===== src/rtl/dlsw_pkg.sv =====
package dlsw_pkg;

  localparam int unsigned LEN_W  = 8;  // longest single segment is 128 bits
  localparam int unsigned SEG_W  = 3;  // up to 8 segments per pattern
  localparam int unsigned WORD_W = 128;

  typedef enum logic [2:0] {
    SEQ_LINE_RST = 3'd0,
    SEQ_J2S      = 3'd1,
    SEQ_S2J      = 3'd2,
    SEQ_S2D      = 3'd3,
    SEQ_D2S      = 3'd4,
    SEQ_J2D      = 3'd5,
    SEQ_D2J      = 3'd6,
    SEQ_NONE     = 3'd7
  } seq_e;

  typedef enum logic [1:0] {
    RUN_HI   = 2'd0,
    RUN_LO   = 2'd1,
    RUN_CODE = 2'd2
  } run_e;

  typedef enum logic [2:0] {
    CW_J2S   = 3'd0,
    CW_S2J   = 3'd1,
    CW_S2D   = 3'd2,
    CW_ALERT = 3'd3,
    CW_ACT   = 3'd4,
    CW_J2D   = 3'd5
  } code_e;

  typedef struct packed {
    run_e             kind;
    code_e            code;
    logic [LEN_W-1:0] len;
    logic             last;
  } seg_t;

  // Code words, bit 0 leaves first
  localparam logic [15:0]       WORD_J2S   = 16'hE79E;
  localparam logic [15:0]       WORD_S2J   = 16'hE73C;
  localparam logic [15:0]       WORD_S2D   = 16'hE3BC;
  localparam logic [7:0]        WORD_ACT   = 8'h1A;
  localparam logic [30:0]       WORD_J2D   = 31'h33BBBBBA;
  localparam logic [WORD_W-1:0] WORD_ALERT =
    128'h19BC0EA2_E3DDAFE9_86852D95_6209F392;

  function automatic seg_t mk_seg(run_e k, code_e c, int unsigned n, logic l);
    seg_t s;
    s.kind = k;
    s.code = c;
    s.len  = LEN_W'(n);
    s.last = l;
    return s;
  endfunction

endpackage


===== src/rtl/dlsw_seg_table.sv =====
module dlsw_seg_table
  import dlsw_pkg::*;
(
  input  seq_e             seq,
  input  logic [SEG_W-1:0] idx,
  output seg_t             seg
);

  always_comb begin
    seg = mk_seg(RUN_LO, CW_J2S, 1, 1'b1);
    unique case (seq)
      SEQ_LINE_RST: case (idx)
        3'd0:    seg = mk_seg(RUN_HI, CW_J2S, 56, 1'b0);
        default: seg = mk_seg(RUN_LO, CW_J2S, 8, 1'b1);
      endcase
      SEQ_J2S: case (idx)
        3'd0:    seg = mk_seg(RUN_HI,   CW_J2S, 56, 1'b0);
        3'd1:    seg = mk_seg(RUN_CODE, CW_J2S, 16, 1'b0);
        3'd2:    seg = mk_seg(RUN_HI,   CW_J2S, 56, 1'b0);
        default: seg = mk_seg(RUN_LO,   CW_J2S, 8,  1'b1);
      endcase
      SEQ_S2J: case (idx)
        3'd0:    seg = mk_seg(RUN_HI,   CW_S2J, 56, 1'b0);
        3'd1:    seg = mk_seg(RUN_CODE, CW_S2J, 16, 1'b0);
        default: seg = mk_seg(RUN_HI,   CW_S2J, 8,  1'b1);
      endcase
      SEQ_S2D: case (idx)
        3'd0:    seg = mk_seg(RUN_HI,   CW_S2D, 56, 1'b0);
        default: seg = mk_seg(RUN_CODE, CW_S2D, 16, 1'b1);
      endcase
      SEQ_D2S: case (idx)
        3'd0:    seg = mk_seg(RUN_HI,   CW_ALERT, 8,   1'b0);
        3'd1:    seg = mk_seg(RUN_CODE, CW_ALERT, 128, 1'b0);
        3'd2:    seg = mk_seg(RUN_LO,   CW_ALERT, 4,   1'b0);
        3'd3:    seg = mk_seg(RUN_CODE, CW_ACT,   8,   1'b0);
        3'd4:    seg = mk_seg(RUN_HI,   CW_ACT,   12,  1'b0);
        3'd5:    seg = mk_seg(RUN_HI,   CW_ACT,   56,  1'b0);
        default: seg = mk_seg(RUN_LO,   CW_ACT,   8,   1'b1);
      endcase
      SEQ_J2D: case (idx)
        3'd0:    seg = mk_seg(RUN_HI,   CW_J2D, 9,  1'b0);
        default: seg = mk_seg(RUN_CODE, CW_J2D, 31, 1'b1);
      endcase
      SEQ_D2J: case (idx)
        3'd0:    seg = mk_seg(RUN_HI,   CW_ALERT, 8,   1'b0);
        3'd1:    seg = mk_seg(RUN_CODE, CW_ALERT, 128, 1'b0);
        default: seg = mk_seg(RUN_LO,   CW_ALERT, 24,  1'b1);
      endcase
      default: seg = mk_seg(RUN_LO, CW_J2S, 1, 1'b1);
    endcase
  end

endmodule


===== src/rtl/dlsw_bit_pick.sv =====
module dlsw_bit_pick
  import dlsw_pkg::*;
(
  input  run_e             kind,
  input  code_e            code,
  input  logic [LEN_W-1:0] pos,
  output logic             bit_o
);

  logic [WORD_W-1:0] word;
  logic [WORD_W-1:0] shifted;

  always_comb begin
    unique case (code)
      CW_J2S:   word = WORD_W'(WORD_J2S);
      CW_S2J:   word = WORD_W'(WORD_S2J);
      CW_S2D:   word = WORD_W'(WORD_S2D);
      CW_ALERT: word = WORD_ALERT;
      CW_ACT:   word = WORD_W'(WORD_ACT);
      CW_J2D:   word = WORD_W'(WORD_J2D);
      default:  word = '0;
    endcase
    shifted = word >> pos;
    unique case (kind)
      RUN_HI:   bit_o = 1'b1;
      RUN_CODE: bit_o = shifted[0];
      default:  bit_o = 1'b0;
    endcase
  end

endmodule


===== src/rtl/dlsw_gen.sv =====
module dlsw_gen
  import dlsw_pkg::*;
#(
  parameter logic IDLE_LVL = 1'b0
) (
  input  logic       clk,
  input  logic       rst,
  input  logic       go,
  input  logic [2:0] pick,
  output logic       busy,
  output logic       done,
  output logic       line_oe,
  output logic       line_out
);

  seq_e             seq_q, seq_n;
  logic [SEG_W-1:0] idx_q, idx_n;
  logic [LEN_W-1:0] pos_q, pos_n, pos_inc;
  logic [LEN_W-1:0] len_q;
  logic             last_q;
  logic             busy_q, done_q, oe_q, line_q;
  seg_t             seg_n;
  logic             bit_n;
  logic             accept, seg_end, finish;

  assign accept  = !busy_q && go && (pick != 3'(SEQ_NONE));
  assign pos_inc = pos_q + LEN_W'(1);
  assign seg_end = (pos_inc == len_q);
  assign finish  = busy_q && seg_end && last_q;

  // Position of the bit to drive after the coming edge
  always_comb begin
    seq_n = seq_q;
    idx_n = idx_q;
    pos_n = pos_inc;
    if (accept) begin
      seq_n = seq_e'(pick);
      idx_n = '0;
      pos_n = '0;
    end else if (seg_end) begin
      idx_n = idx_q + SEG_W'(1);
      pos_n = '0;
    end
  end

  dlsw_seg_table u_table (
    .seq (seq_n),
    .idx (idx_n),
    .seg (seg_n)
  );

  dlsw_bit_pick u_pick (
    .kind  (seg_n.kind),
    .code  (seg_n.code),
    .pos   (pos_n),
    .bit_o (bit_n)
  );

  always_ff @(posedge clk) begin
    if (rst) begin
      seq_q  <= SEQ_LINE_RST;
      idx_q  <= '0;
      pos_q  <= '0;
      len_q  <= LEN_W'(1);
      last_q <= 1'b1;
      busy_q <= 1'b0;
      done_q <= 1'b0;
      oe_q   <= 1'b0;
      line_q <= IDLE_LVL;
    end else begin
      done_q <= finish;
      if (accept || (busy_q && !finish)) begin
        seq_q  <= seq_n;
        idx_q  <= idx_n;
        pos_q  <= pos_n;
        len_q  <= seg_n.len;
        last_q <= seg_n.last;
        busy_q <= 1'b1;
        oe_q   <= 1'b1;
        line_q <= bit_n;
      end else if (finish) begin
        busy_q <= 1'b0;
        oe_q   <= 1'b0;
        line_q <= IDLE_LVL;
      end
    end
  end

  assign busy     = busy_q;
  assign done     = done_q;
  assign line_oe  = oe_q;
  assign line_out = line_q;

endmodule


===== config.mk =====
export PLATFORM = sky130hd
export DESIGN_NAME = dlsw_gen
export DESIGN_NICKNAME = d
export VERILOG_FILES = /design/src/rtl/dlsw_pkg.sv /design/src/rtl/dlsw_seg_table.sv /design/src/rtl/dlsw_bit_pick.sv /design/src/rtl/dlsw_gen.sv
export SDC_FILE = /design/constraint.sdc
export NUM_CORES = 1
export LEC_CHECK = 0
export BUFFER_PORTS_ARGS = -buffer_cell sky130_fd_sc_hd__buf_2
export CELL_PAD_IN_SITES_DETAIL_PLACEMENT = 0
export CELL_PAD_IN_SITES_GLOBAL_PLACEMENT = 2
export CORE_MARGIN = 3
export CORE_UTILIZATION = 39
export CTS_CLUSTER_DIAMETER = 150
export CTS_CLUSTER_SIZE = 25
export DETAILED_ROUTE_END_ITERATION = 16
export HOLD_SLACK_MARGIN = 0.03
export PLACE_DENSITY_LB_ADDON = 0.1
export SYNTH_ARGS = -nofsm -noshare
export SYNTH_HDL_FRONTEND = slang
export SYNTH_SLANG_ARGS = --single-unit

===== constraint.sdc =====
create_clock -name clk -period 7 [get_ports clk]
set_input_delay 1.05 -clock clk [delete_from_list [all_inputs] [get_ports clk]]
set_output_delay 1.05 -clock clk [all_outputs]
set_load 0.02 [all_outputs]

After elaboration in Yosys (flattened, before gate mapping)
Index checks and enable logic that the tools add are counted.

operators by class
  reductions and logical operators = 14
  add/subtract/negate cells = 2
  equal/unequal tests = 19
  shift-type cells = 1
  mux-type cells = 18

operators with widths
  cell                   number
  $pmux W125 S6          1
  $shr A125 B8 Y1        1
  $pmux W14 S7           1
  $pmux W14 S2           3
  $pmux W14 S6           1
  $mux W14               2
  $eq A3 B3 Y1 const B   7
  $eq A3 B2 Y1 const B   6
  $mux W8                2
  $mux W13               1
  $eq A3 B1 Y1 const B   3
  $logic_not A3 Y1       3
  $mux W3                3
  $add A8 B1 Y8 const B  1
  $eq A8 B8 Y1           1
  $logic_and A1 B1 Y1    5
  $add A3 B1 Y3 const B  1
  $mux W1                3
  $ne A3 B3 Y1 const B   1
  $eq A2 B2 Y1 const B   1
  $logic_not A1 Y1       2
  $logic_not A2 Y1       1
  $pmux W1 S2            1
  $reduce_bool A2 Y1     1
  2 further kinds        2

word-level totals
  word-level logic and storage cells = 62
  flip-flop bits (word level) = 26
  bits of input ports = 6
  output and inout bits = 4

Depth between registers and ports, before layout
Gate-level depths: netlist (run 1).

  word-level depth = 13
  gate-level depth with buffers = 14
  mapped depth without buffers = 12

Hierarchy
From an unflattened synthesis (run 1), not the netlist that was laid out.

second synthesis, totals
  cells, all modules = 330
  area, all modules = 2583.7 um^2

by module, submodules not included
  module          times used  sequential area each (um^2)  area an instance (um^2)  cells an instance
  dlsw_gen        1           520.5                        1615.3                   180
  dlsw_bit_pick   1           0.0                          545.5                    81
  dlsw_seg_table  1           0.0                          422.9                    69

Worst setup path after synthesis (run 1)
No wires, ideal clock.

  kind = input-to-reg
  start point = input go
  end point = register line_q, in the netlist line_out
  buffers on the path = 0
  arrival time = 3109 ps
  library setup time = 132 ps
  cell stages on the path = 11
  path slack = 3759 ps
  required time = 6868 ps
  path through = nor2b_1 > a21oi_1 > o21ai_0 > nor4b_1 > nand3_2 > and2_4 > or2_0 > a2111oi_2 > o211ai_1 > a21oi_1 > o32ai_1

on the way
  cells in the longest elaborated chain, start to end = 11
  elaborated cells on any way between the ends = 41
  those cells by class = eq/ne: 17; shift: 1; mux: 14; reduce/logical: 9

ends and longest elaborated chain
  element                                     line                  text
  start: declaration                          dlsw_gen.sv:8         input logic go,
  $logic_and A1 B1 Y1 * (2 in a row)          dlsw_gen.sv:26        assign accept = !busy_q && go && (pick != 3'(SEQ_NONE));
  $mux W3                                     dlsw_gen.sv:36        if (accept) begin
  $eq A3 B3 Y1, or another cell as far along  dlsw_seg_table.sv:31  SEQ_D2S: case (idx)
  $pmux W14 S6                                dlsw_seg_table.sv:31
  $pmux W14 S7                                dlsw_seg_table.sv:11  unique case (seq)
  $eq A3 B3 Y1, or another cell as far along  dlsw_bit_pick.sv:14   unique case (code)
  $pmux W125 S6                               dlsw_bit_pick.sv:14
  $shr A125 B8 Y1                             dlsw_bit_pick.sv:23   shifted = word >> pos;
  $pmux W1 S2                                 dlsw_bit_pick.sv:24   unique case (kind)
  $mux W1                                     dlsw_gen.sv:72        if (accept || (busy_q && !finish)) begin
  end signal: assignment                      dlsw_gen.sv:80        line_q <= bit_n;
  end: declaration                            dlsw_gen.sv:21        logic busy_q, done_q, oe_q, line_q;

Every way passes the cells marked *; elsewhere a longest branch is shown, timed or not.
A chain may end at the register's enable or synchronous reset.

Final worst setup path (run 1)
  start point = register pos_q[0]
  end point = register line_q, in the netlist line_out

on the way
  cells in the longest elaborated chain, start to end = 12
  elaborated cells on any way between the ends = 39
  those cells by class = add/sub: 1; eq/ne: 12; shift: 1; mux: 15; reduce/logical: 10

ends and longest elaborated chain
  element                                     line                  text
  start: declaration                          dlsw_gen.sv:18        logic [LEN_W-1:0] pos_q, pos_n, pos_inc;
  start signal: assignment                    dlsw_gen.sv:75        pos_q <= pos_n;
  $add A8 B1 Y8 *                             dlsw_gen.sv:27        assign pos_inc = pos_q + LEN_W'(1);
  $eq A8 B8 Y1                                dlsw_gen.sv:28        assign seg_end = (pos_inc == len_q);
  $mux W3                                     dlsw_gen.sv:40        end else if (seg_end) begin
  $mux W3                                     dlsw_gen.sv:36
  $eq A3 B3 Y1, or another cell as far along  dlsw_seg_table.sv:31
  $pmux W14 S6                                dlsw_seg_table.sv:31
  $pmux W14 S7                                dlsw_seg_table.sv:11
  $eq A3 B3 Y1, or another cell as far along  dlsw_bit_pick.sv:14
  $pmux W125 S6                               dlsw_bit_pick.sv:14
  $shr A125 B8 Y1                             dlsw_bit_pick.sv:23
  $pmux W1 S2                                 dlsw_bit_pick.sv:24
  $mux W1                                     dlsw_gen.sv:72

Marked as above.

==> reports/metrics.cfg, run 1 <==
[global_route]
track_usage_pct = 22.5
grt_max_degree = 27
grt-ovfl-total = 0
grt_pass1_wl_um = 13900
antenna_found_initial = 0
grt_pass1_vias = 2532

[synth]
syn-num-nets = 390
synth_cell_type_count = 81
yosysSeqAreaShare_pct = 18.4
netlist.area_leader.share_pct = 18.4
syn_area_per_cell_um2 = 7.12
synth_edf_count = 0
synthCells = 382
synth_flop_cell = dfxtp_1
ys_seq_elements = 25
synth_area_leaders = dfxtp_1, a21oi_1, nor2_1
synth_warnings = 0
synth_area_um2 = 2720
async_flop_share_pct = 0
synth_top_area_cell = dfxtp_1

[timing]
layout_min_cycle_time_ns = 4.41
finClkSkew_ns = 0.0163
final-setup-viol-count = 0
fin_tns_setup_ns = 0
max_freq_mhz = 227
rsz0062_at_grt = no
whs_ns = 0.471
max_slew_margin_pct = 37.0
slew_viol_final = 0
worst_pin_slew_ns = 0.942
hold_viol = 0
finalCritPeriodShare_pct = 63.0

[cts]
ctsHoldBuffers = 0
cts_buffer_depth = 2
cts_resized = 0
path_clk_slew_ns = 0.11
clk_latency_ns = 0.28
h-tree-depth = 1
cts.sinks = 25
post_cts_buffers = 0
cts-buffers-inserted = 3
root_buffer = clkbuf_8
tritoncts = built

[floorplan]
dieWidth_um = 89.5
die-height_um = 89.5
initial_core_util_pct = 41.4
num_io_pins = 10
die-area_um2 = 8020
core_um2 = 6570
fp-row-count = 29

[power_and_ir_drop]
internal_power_uw = 296
seqPwrFrac_pct = 30.0
comb_power_share_pct = 53.6
swShare_pct = 48.4
power_density_nw_per_um2 = 204
p_clk_share_pct = 16.4
ir_drop_uv = 87.2
report.power.total_uw = 573
power_switching_uw = 277
power.leakage_nw = 0.890

[placement]
dp.cells = 459
place_hpwl_um = 6250
port_buffers = 9
gp_congestion = 0.946

[route]
final_antenna_net_count = 0
drc = 0
post_drt_wl_per_cell_um = 18.5
dr_total_vias = 2926
via_per_inst = 6.32
routed_wl_um = 8560
firstDrtPassIters = 5
drt_iter0_drc = 247

[setup_path]
path_max_fanout = 26
cp.arrival_ns = 4.57
ff2ff_path_depth = 13
cp.required_ns = 7.16
worst_setup_path_end_kind = register
critical_path.startpoint_type = register
path_class = register to register

[layout]
area_growth_pct = 3.17
final_layout_size_suffix_gt1_share_pct = 12.7
antenna_cells = 0
nFillCells = 695
finalNetCount = 379
finalNonFillerCells = 463

[hold_path]
hold_depth = 2
hp-class = register to register

[job]
cap_violations = 0

[status]
status = finished clean

-- cell usage after synthesis, drive strengths merged, types with 3 or more instances --
master   count
a311oi       4
a2111oi      3
nor2b        3
and3         4
or3          3
nor4b        6
a221oi       6
nor4         4
o211ai       4
o21ai       28
a21oi       42
buf         14
or2          4
dfxtp       25
nand4        5
nor2        54
and2         3
a31oi        4
a2bb2oi      4
nor3        11
xnor2       13
o31ai        3
a211oi       8
nand3       21
nand2       38
xor2         5
clkbuf      15
o22ai        4
inv          9
-- critical path: stages, from the launching register on --
cell and delay, ns:
dfxtp_1 0.32, buf_4 0.28, ha_1 0.42, xor2_1 0.78, xnor2_1 0.21, o311ai_1 0.21, a211oi_4 0.38, nand2_2 0.28
o21ai_4 0.35, and2_1 0.55, nor2_1 0.10, o211ai_1 0.14, a311o_1 0.19, o32ai_1 0.09
-- worst paths after layout --
check,from,endpoint,slack (ns)
max,pos_q[0],line_out,2.59
min,len_q[1],len_q[1],0.47
max reg2reg,pos_q[0],line_out,2.59
min reg2reg,len_q[1],len_q[1],0.47
-- power groups by stage --
stage	Sequential [mW]	Combinational (mW)	Clock (mW)
final	0.172	0.307	0.0939
after global routing	0.174	0.331	0.100
after CTS	0.172	0.301	0.0943
after detailed placement	0.175	0.300	0
after global placement	0.175	0.307	0
after floorplan	0.169	0.235	0
-- registers in the layout (all words and copies together), names as in the netlist --
name and cells:
idx_q 3, done 1, len_q 7, pos_q 8
line_out 1, line_oe 1, seq_q 3, last_q 1
-- stage by stage --
stage | util [%] | setup WS, ns | cell area (um2)
2_1_floorplan | - | 3.76 | 2720
3_3_place_gp | 42.0 | 2.67 | 2760
3_5_place_dp | 42.0 | 2.66 | 2760
4_1_cts | 42.8 | 2.66 | 2810
5_1_grt | 42.8 | 2.33 | 2810
6_report | 42.8 | 2.59 | 2810
-- cell families (layout without fill, tap and decap cells) --
| family | count (synthesis) | count (layout) | synth area share, % |
|---|---|---|---|
| simple gates | 164 | 164 | 31.6 |
| compound gates | 131 | 131 | 34.3 |
| buf+inv | 38 | 26 | 6.99 |
| flops | 25 | 25 | 18.4 |
| xor+xnor | 18 | 18 | 6.34 |
| fa+ha+maj | 4 | 4 | 1.66 |
| mux | 2 | 2 | 0.736 |
-- placed cells by master, fill, tap and decap left out, types with 5 or more instances in the layout --
| master | count |
|---|---|
| buf_2 | 9 |
| xnor2_1 | 13 |
| a221oi_1 | 5 |
| nor3_1 | 10 |
| nor4b_1 | 5 |
| a211oi_1 | 6 |
| a21oi_1 | 41 |
| o21ai_0 | 23 |
| inv_1 | 8 |
| nand2_1 | 37 |
| nor2_1 | 51 |
| nand3_1 | 18 |
| dfxtp_1 | 25 |
-- routing by layer --
layer / global-route usage (%) / share of wire (%)
met1: 35.3 / 48
met2: 32.6 / 43
met3: 2.49 / 7.3
met4: 5.14 / 1.4
met5: 0 / 0
-- final cells by class --
| type | count | area [um2] | area share [%] |
|---|---|---|---|
| repair buffers | 13 | 75.1 | 2.67 |
| inverters | 9 | 36.3 | 1.29 |
| flip-flops and latches | 25 | 500 | 17.8 |
| well taps | 93 | 116 | 4.14 |
| clock buffers | 3 | 41.3 | 1.47 |
| clock inverters | 1 | 7.51 | 0.267 |
| multi-input cells | 319 | 2030 | 72.3 |
No activity file was read; power rests on OpenSTA's default activity.
==> inputs of run 2 (changes only) <==
- ABC_AREA: not set -> 1
- CORE_UTILIZATION: 39 -> 29
- clock period: 7 -> 3.94 ns (I/O delays scaled with it)
==> reports/metrics.cfg, run 2 <==
[status]
status = finished clean

[setup_path]
rr_endpoint = line_out
worst_setup_path_end_kind = register
slowest_delay_ns = 0.48
timing.rr.start = pos_q[0]
cpLargestDelayFamily = simple AND/OR/NAND/NOR gates
path_max_fanout = 8
critical_path.startpoint_type = register
worst_path_max_delay_cell = dfxtp_1
cp.required_ns = 4.15
rrSetupSlack_ns = 0.57
ff2ff_path_depth = 28
cp.arrival_ns = 3.58
crit_path_end = line_out
path_class = register to register
worst-path-stages = 28
cp-startpoint = pos_q[0]
cp_common_cell = nand2_1
path_buf_inv = 4

[synth]
syn_area_per_cell_um2 = 5.71
synth_warnings = 0
async_flop_share_pct = 0
yosysSeqAreaShare_pct = 21.8
synth_area_leaders = dfxtp_1, nand2_1, nand3_1
synth_edf_count = 0
synth_area_um2 = 2290
syn-num-nets = 410
synthMostInstantiatedCell = nand2_1
ys_top_cells_by_count = nand2_1, inv_1, nand3_1
ys_seq_elements = 25
netlist.area_leader.share_pct = 21.8
synthCells = 402
synth_cell_type_count = 36
synth_flop_cell = dfxtp_1
synth_top_area_cell = dfxtp_1

[cts]
h-tree-depth = 1
cts_resized = 0
clk_latency_ns = 0.27
cts-buffers-inserted = 3
ctsHoldBuffers = 0
cts_buffer_depth = 2
cts.sinks = 25
path_clk_slew_ns = 0.09
root_buffer = clkbuf_8
tritoncts = built
post_cts_buffers = 0

[layout]
antenna_cells = 0
area_growth_pct = 9.33
final_cell_mix = nand2_1, inv_1, nand3_1
largestRegisters = pos_q: 8 flops, len_q: 7 flops
registers.top_by_ff_count = pos_q
finalNonFillerCells = 511
layout_commonest_cell = nand2_1
final_layout_size_suffix_gt1_share_pct = 13.1
nFillCells = 898
largest_reg_flops = 8
finalNetCount = 421

[power_and_ir_drop]
internal_power_uw = 481
seqPwrFrac_pct = 33.0
power_switching_uw = 409
comb_power_share_pct = 49.2
p_clk_share_pct = 17.8
ir_drop_uv = 132
swShare_pct = 46.0
power.leakage_nw = 1.14
power_density_nw_per_um2 = 355

[floorplan]
dieWidth_um = 94.9
initial_core_util_pct = 30.8
die-height_um = 94.9
fp-row-count = 31
num_io_pins = 10
core_um2 = 7450
die-area_um2 = 9010

[route]
post_drt_wl_per_cell_um = 14.3
via_per_inst = 4.91
firstDrtPassIters = 6
final_antenna_net_count = 0
drt_iter0_drc = 156
dr_total_vias = 2511
drc = 0
routed_wl_um = 7310

[placement]
dp.cells = 507
place_hpwl_um = 5800
gp_congestion = 0.811
port_buffers = 9

[global_route]
grt-ovfl-total = 0
grt_pass1_vias = 2431
grt_pass1_wl_um = 12400
antenna_found_initial = 0
grt_max_degree = 21
track_usage_pct = 17.5

[timing]
fin_tns_setup_ns = 0
worst_pin_slew_ns = 0.538
slew_viol_final = 0
hold_viol = 0
final-setup-viol-count = 0
max_freq_mhz = 297
finClkSkew_ns = 0.00115
layout_min_cycle_time_ns = 3.37
max_slew_margin_pct = 63.6
rsz0062_at_grt = no
finalCritPeriodShare_pct = 85.4

[hold_path]
hp-class = register to register

[job]
cap_violations = 0

[run 2: cell types whose count changed after synthesis, moves of 12 or more]
| cell | change |
|---|---|
| a21oi_1 | -17 |
| inv_1 | +44 |
| nand2_1 | +87 |
| nand3_1 | +31 |
| o21ai_0 | -14 |
| xnor2_1 | -12 |
[run 2: worst min-delay path, cell delays in order, from the launching register on]
cell and delay, ns:
dfxtp_1 0.33, nand2_1 0.06, a21oi_1 0.05
[run 2: area by class of cell]
cell class | instances | area (um2) | area share [%]
Inverter | 60 | 225 | 8.98
Multi-Input combinational cell | 307 | 1520 | 60.4
Tap cell | 99 | 124 | 4.94
Clock buffer | 4 | 45.0 | 1.80
Sequential cell | 25 | 500 | 20.0
Timing Repair Buffer | 16 | 97.6 | 3.89
[run 2: kinds of logic (layout without fill, tap and decap cells)]
logic type      Yosys count  count (layout)  share of synthesized area [%]
compound gates           55              55                           15.9
xor+xnor                  1               1                          0.382
fa+ha+maj                 2               2                           1.09
buf+inv                  70              80                           12.1
flops                    25              25                           21.8
simple gates            249             249                           48.7
[run 2: how the worst min path moves through the flow]
stage	start	end	slack, ns	cells after the start
6_report	len_q[3]	len_q[3]	0.49	2
3_3_place_gp	last_q	last_q	0.46	2
5_1_grt	last_q	last_q	0.51	2
3_5_place_dp	last_q	last_q	0.47	2
2_1_floorplan	last_q	last_q	0.44	2
4_1_cts	len_q[3]	len_q[3]	0.49	2
[run 2: stage by stage]
stage	setup slack [ns]	util, %	area (um2)	total power [mW]	hold WS (ns)
after floorplan	1.20	-	2290	0.624	0.443
final	0.574	33.7	2510	0.891	0.489
after global routing	0.0467	33.7	2510	0.972	0.514
after CTS	0.585	33.7	2510	0.896	0.492
after detailed placement	0.616	33.1	2460	0.737	0.469
after global placement	0.467	33.1	2460	0.748	0.465
[run 2: per-layer routing]
metal | vias up | share of wire, % | track usage [%] | wire, um
met5 | - | 0 | 0 | 0
met4 | 0 | 0.55 | 3.00 | 40
met3 | 6 | 4.5 | 2.07 | 326
met2 | 87 | 47 | 29.1 | 3460
met1 | 1099 | 48 | 24.4 | 3480
li1 | 1319 | - | - | -
[run 2: power by group through the flow]
stage	clock [mW]	combinational [mW]	sequential, mW
floorplan	0	0.326	0.299
global placement	0	0.446	0.301
detailed placement	0	0.436	0.300
CTS	0.164	0.437	0.294
global route	0.176	0.499	0.298
finish	0.158	0.439	0.294
